### config.mk
export PLATFORM = sky130hd
export DESIGN_NAME = ep_port_ctl
export DESIGN_NICKNAME = d
export VERILOG_FILES = /design/src/rtl/ep_pkg.sv /design/src/rtl/ep_sync.sv /design/src/rtl/ep_regs.sv /design/src/rtl/ep_pinmux.sv /design/src/rtl/ep_port_ctl.sv
export SDC_FILE = /design/constraint.sdc
export NUM_CORES = 1
export LEC_CHECK = 0
export ABC_AREA = 1
export ABC_CLOCK_PERIOD_IN_PS = 1050
export BUFFER_PORTS_ARGS = -buffer_cell sky130_fd_sc_hd__buf_2
export CORE_MARGIN = 2
export CORE_UTILIZATION = 52
export CTS_CLUSTER_DIAMETER = 150
export DETAILED_ROUTE_END_ITERATION = 8
export PLACE_DENSITY = 0.82
export SLEW_MARGIN = 20
export SYNTH_ARGS = -nofsm -noshare
export SYNTH_HDL_FRONTEND = slang
export SYNTH_SLANG_ARGS = --single-unit
### constraint.sdc
create_clock -name clk -period 1.05 [get_ports clk]
set_input_delay 0.1575 -clock clk [delete_from_list [all_inputs] [get_ports clk]]
set_output_delay 0.1575 -clock clk [all_outputs]
set_load 0.005 [all_outputs]
### src/rtl/ep_pkg.sv
`timescale 1ns/1ps
package ep_pkg;
  localparam int AW = 3;
  localparam logic [AW-1:0] OFF_ROLE  = 3'd1;
  localparam logic [AW-1:0] OFF_STYLE = 3'd3;
  localparam logic [AW-1:0] OFF_DATA  = 3'd5;
  localparam logic [AW-1:0] OFF_LEVEL = 3'd7;
endpackage

### src/rtl/ep_sync.sv
`timescale 1ns/1ps
module ep_sync #(
  parameter int W      = 8,
  parameter int STAGES = 2
) (
  input  logic         clk,
  input  logic         rst_n,
  input  logic [W-1:0] d,
  output logic [W-1:0] q
);
  logic [W-1:0] st [STAGES];

  for (genvar s = 0; s < STAGES; s++) begin : g_stage
    if (s == 0) begin : g_first
      always_ff @(posedge clk or negedge rst_n)
        if (!rst_n) st[0] <= '0;
        else        st[0] <= d;
    end else begin : g_next
      always_ff @(posedge clk or negedge rst_n)
        if (!rst_n) st[s] <= '0;
        else        st[s] <= st[s-1];
    end
  end

  assign q = st[STAGES-1];
endmodule

### src/rtl/ep_regs.sv
`timescale 1ns/1ps
module ep_regs
  import ep_pkg::*;
#(
  parameter int W = 8
) (
  input  logic          clk,
  input  logic          rst_n,
  input  logic          wr_en,
  input  logic          rd_en,
  input  logic [AW-1:0] addr,
  input  logic [W-1:0]  wdata,
  input  logic [W-1:0]  level,
  output logic [W-1:0]  role_q,
  output logic [W-1:0]  style_q,
  output logic [W-1:0]  data_q,
  output logic          rsp_valid,
  output logic [W-1:0]  rsp_data
);
  logic [W-1:0] rd_mux;

  always_comb begin
    case (addr)
      OFF_ROLE:  rd_mux = role_q;
      OFF_STYLE: rd_mux = style_q;
      OFF_DATA:  rd_mux = data_q;
      OFF_LEVEL: rd_mux = level;
      default:   rd_mux = '0;
    endcase
  end

  always_ff @(posedge clk or negedge rst_n) begin
    if (!rst_n) begin
      role_q    <= '0;
      style_q   <= '1;
      data_q    <= '1;
      rsp_valid <= 1'b0;
      rsp_data  <= '0;
    end else begin
      rsp_valid <= rd_en;
      if (rd_en) rsp_data <= rd_mux;
      if (wr_en) begin
        case (addr)
          OFF_ROLE:  role_q  <= wdata;
          OFF_STYLE: style_q <= wdata;
          OFF_DATA:  data_q  <= wdata;
          default:   ;
        endcase
      end
    end
  end
endmodule

### src/rtl/ep_pinmux.sv
`timescale 1ns/1ps
module ep_pinmux #(
  parameter int W           = 8,
  parameter bit FORCE_PAGE0 = 1'b0
) (
  input  logic [W-1:0] role,
  input  logic [W-1:0] style,
  input  logic [W-1:0] data,
  input  logic         xaccess,
  input  logic [W-1:0] xaddr,
  input  logic         quiet,
  output logic [W-1:0] pin_out,
  output logic [W-1:0] pin_oe,
  output logic [W-1:0] pin_od
);
  logic [W-1:0] page;
  logic [W-1:0] addr_val;

  if (FORCE_PAGE0) begin : g_zero_page
    assign page = '0;
  end else begin : g_data_page
    assign page = data;
  end

  assign addr_val = xaccess ? xaddr : page;

  for (genvar i = 0; i < W; i++) begin : g_pin
    logic lvl, force_pp, odrain;
    assign lvl      = role[i] ? addr_val[i] : data[i];
    assign force_pp = role[i] & ~quiet;
    assign odrain   = ~force_pp & style[i];
    assign pin_out[i] = lvl;
    assign pin_od[i]  = odrain;
    assign pin_oe[i]  = odrain ? ~lvl : 1'b1;
  end
endmodule

### src/rtl/ep_port_ctl.sv
`timescale 1ns/1ps
module ep_port_ctl
  import ep_pkg::*;
#(
  parameter int W           = 8,
  parameter int SYNC_STAGES = 2,
  parameter bit FORCE_PAGE0 = 1'b0
) (
  input  logic          clk,
  input  logic          rst_n,
  input  logic          req_valid,
  output logic          req_ready,
  input  logic          req_write,
  input  logic [AW-1:0] req_addr,
  input  logic [W-1:0]  req_wdata,
  output logic          rsp_valid,
  output logic [W-1:0]  rsp_data,
  input  logic          xaccess,
  input  logic [W-1:0]  xaddr,
  input  logic          hold_i,
  input  logic          idle_i,
  input  logic          pdown_i,
  input  logic          stby_i,
  input  logic [W-1:0]  pin_in,
  output logic [W-1:0]  pin_out,
  output logic [W-1:0]  pin_oe,
  output logic [W-1:0]  pin_od
);
  logic [W-1:0] role_q, style_q, data_q, level_s;
  logic         take, quiet;

  assign req_ready = rst_n;
  assign take      = req_valid & req_ready;
  assign quiet     = ~rst_n | hold_i | idle_i | pdown_i | stby_i;

  ep_sync #(.W(W), .STAGES(SYNC_STAGES)) u_sync (
    .clk(clk), .rst_n(rst_n), .d(pin_in), .q(level_s)
  );

  ep_regs #(.W(W)) u_regs (
    .clk(clk), .rst_n(rst_n),
    .wr_en(take & req_write), .rd_en(take & ~req_write),
    .addr(req_addr), .wdata(req_wdata), .level(level_s),
    .role_q(role_q), .style_q(style_q), .data_q(data_q),
    .rsp_valid(rsp_valid), .rsp_data(rsp_data)
  );

  ep_pinmux #(.W(W), .FORCE_PAGE0(FORCE_PAGE0)) u_mux (
    .role(role_q), .style(style_q), .data(data_q),
    .xaccess(xaccess), .xaddr(xaddr), .quiet(quiet),
    .pin_out(pin_out), .pin_oe(pin_oe), .pin_od(pin_od)
  );
endmodule

==> impl_metrics.yaml <==
layout:
  final_util: 0.733
  n_fill_cell: 336
  n_antenna_cell: 0
  nets: 440
  drive_gt1_frac: 0.481
  syn2layout_area_growth_pct: 35.1
  seqCellArea_um2: 1250
  multi_input_area_um2: 982
  fin_cells: 472
clock_network:
  clock_path_buffers: 2
  root_buffer: "clkbuf_8"
  cts.htree.levels: 2
  cts_tree: "done"
  cts_made_buffers: 5
  insertion_delay_ns: 0.31
  clock-sinks: 49
  path_clk_slew_ns: 0.10
global_routing:
  grt_util_all_layers: 0.246
  grt_max_degree: 36
  grtUsageMet1: 0.306
  grt_remaining_overflow: 0
  grt-busiest-layer: "met2"
  grt_pass1_vias: 2276
  grt_use_met3: 0.0379
  grt_util_met2: 0.434
  grt_pass1_wl_um: 10100
  antenna_found_initial: 0
floorplanning:
  core_area_um2: 4720
  initial_core_util: 0.543
  fp.dieH_um: 74.2
  placement_rows: 25
  num_io_pins: 70
  die_w_um: 74.2
  die_area_um2: 5510
worst_setup_path:
  cpPeakStageDelay_ns: 0.55
  critPathSlowestCell: "dfstp_2"
  arrival_ns: 1.30
  r2r_end: "u_regs.rsp_data[2]"
  crit_type: "reg -> out"
  cp.required_ns: 0.89
  reg2reg_from: "u_regs.role_q[2]"
  worst-path-max-fanout: 2
  reg2reg_slack_ns: -0.08
  cp_cell_sequence: "inv_2 > nand2_1 > o21ai_1 > inv_1 > nand2_1 > buf_2"
  crit_path_frequent_cell: "nand2_1"
  end_kind: "output pin"
  worst-path-buf-inv: 3
  path_delay_family: "flip-flops"
  startpoint_type: "flop"
  rr_worst_depth: 6
status:
  violations: "negative setup slack"
  status: "complete, but fails checks"
timing:
  skew_ns: 0.00426
  relSlewSlack: 0.716
  finalCritPeriodShare: 1.38
  worst_pin_slew_ns: 0.426
  fmax_mhz: 688
  setup_viol: 30
  slew_viol_final: 0
  finalHoldWorstSlack_ns: 0.0502
  fin_crit_ns: 1.45
  fin_ws_ns: -0.403
  rsz0062_at_grt: "true"
  hold_viol_final: 0
logic_synthesis:
  synth_ff_type: "dfrtp_1"
  muxShareOfSynthArea: 0
  yosys_warnings: 0
  seq_area_frac_synth: 0.486
  synth_compound_area_frac: 0.0928
  synth_xor_xnor_area_share: 0
  synthTopCellsByArea: "dfrtp_1 (32%), dfstp_2 (16%), nand2_1 (13%), nand4_1 (9.8%), buf_4 (5.9%)"
  postSynth.asyncResetShare: 1.00
  synth_edf_count: 0
  synth_cells: 295
  synthAdderAreaFrac: 0
  synthSimpleGateAreaFrac: 0.272
  ys_types: 21
  synth.most_common_cell: "nand2_1"
  syn-num-nets: 331
  synth_area_um2: 2560
  synth-seq-cells: 49
  synth_common_cells: "nand2_1 (86), nand4_1 (40), inv_1 (36)"
  synth_top_family_by_area: "simple AND/OR/NAND/NOR gates"
  avgSynthCellArea_um2: 8.69
  synth_top_cell_area_share: 0.322
  yosysTopAreaCell: "dfrtp_1"
drt:
  ant_nets: 0
  routed_wl_um: 6710
  avgViaCountPerCell: 5.22
  vias: 2464
  drt_iter0_markers: 182
  drtPass1Iterations: 4
  post_drt_wl_per_cell_um: 14.2
  remaining_drc_errors: 0
place:
  hpwlAfterDp_um: 4340
  io_buffers: 69
  pre_cts_slack_ns: -0.129
  placed_cells: 433
  routabilityCongestion: 0.822
power_and_ir_drop:
  total_leakage_power_nw: 1.83
  vdd_drop_max_uv: 1230
  cellPowerDensity_nw_per_um2: 1550
min_path:
  worstHoldPathCells: 3
  min_to: "u_regs.data_q[6]"
  hold_start: "req_wdata[6]"
  min_path_type: "in -> reg"
flow_run:
  drv_cap: 0
[tightest hold or removal path: stages]
cell and delay, ns:
buf_2 0.11, nand2_2 0.06, o21ai_2 0.04
[flip-flops by register name, summed over array words and instances, names as in the netlist]
signal	cells
u_regs.rsp_data	8
u_sync.st	8
u_regs.style_q	8
u_regs.data_q	8
u_sync.q	8
u_regs.role_q	8
u_regs.rsp_valid	1
[layout by cell type, fill, tap and decap left out, drive strengths merged]
| cell type | Yosys | layout |
|---|---|---|
| dfrtp | 33 | 33 |
| inv | 38 | 41 |
| nor3 | 1 | 1 |
| nand4 | 42 | 42 |
| nor2 | 3 | 3 |
| clkbuf | 1 | 6 |
| o21ai | 40 | 40 |
| dfstp | 16 | 16 |
| dlygate4sd3 | 0 | 9 |
| nand3 | 2 | 2 |
| buf | 30 | 123 |
| nand2 | 89 | 89 |
[layout make-up]
type,count,area share
clock buffer,5,0.0199
clock inverter,3,0.00832
inverter,38,0.0441
multi-input combinational,177,0.284
sequential,49,0.360
tap,67,0.0242
timing repair buffer,133,0.260
[metrics by stage]
| step | setup TNS, ns | total power [mW] | area [um^2] |
|---|---|---|---|
| 3_5_place_dp | -3.57 | 3.70 | 3010 |
| 2_1_floorplan | 0 | 3.24 | 2560 |
| 5_1_grt | -8.60 | 5.66 | 3460 |
| 3_3_place_gp | -1.84 | 3.65 | 3010 |
| 6_report | -6.90 | 5.37 | 3460 |
| 4_1_cts | -6.55 | 5.21 | 3370 |
[cells by family after synthesis]
| group | count (synthesis) |
|---|---|
| compound gates | 40 |
| buf+inv | 69 |
| simple gates | 137 |
| flops | 49 |
[routing by layer]
metal,vias to the layer above,share of wire
li1,1170,-
met1,1150,0.39
met2,117,0.52
met3,27,0.060
met4,0,0.030
met5,-,0
[power by group]
| group | switching (mW) | internal (mW) |
|---|---|---|
| Clock | 0.695 | 0.503 |
| Combinational | 0.831 | 0.902 |
| Sequential | 0.195 | 2.25 |
| Total | 1.72 | 3.65 |
[worst max path at each step]
stage | slack [ns] | to | cells after the start | start
floorplan | 0.07 | pin_out[5] | 5 | u_regs.data_q[5]
global placement | -0.08 | u_regs.data_q[7] | 7 | rst_n
detailed placement | -0.13 | u_regs.data_q[1] | 7 | rst_n
CTS | -0.35 | pin_oe[7] | 6 | u_regs.data_q[7]
global route | -0.45 | pin_oe[4] | 6 | u_regs.data_q[4]
finish | -0.40 | pin_oe[4] | 6 | u_regs.data_q[4]
[what timing repair did]
item                                    4_1_cts  5_1_grt
gates resized for setup                      35       24
hold endpoints to repair                     18        0
endpoints found under the setup margin       25       33
hold buffers                                  9        0
pin swaps                                    22       38
setup buffers                                18       11
Note: power is estimated with default switching activity, not from simulation.
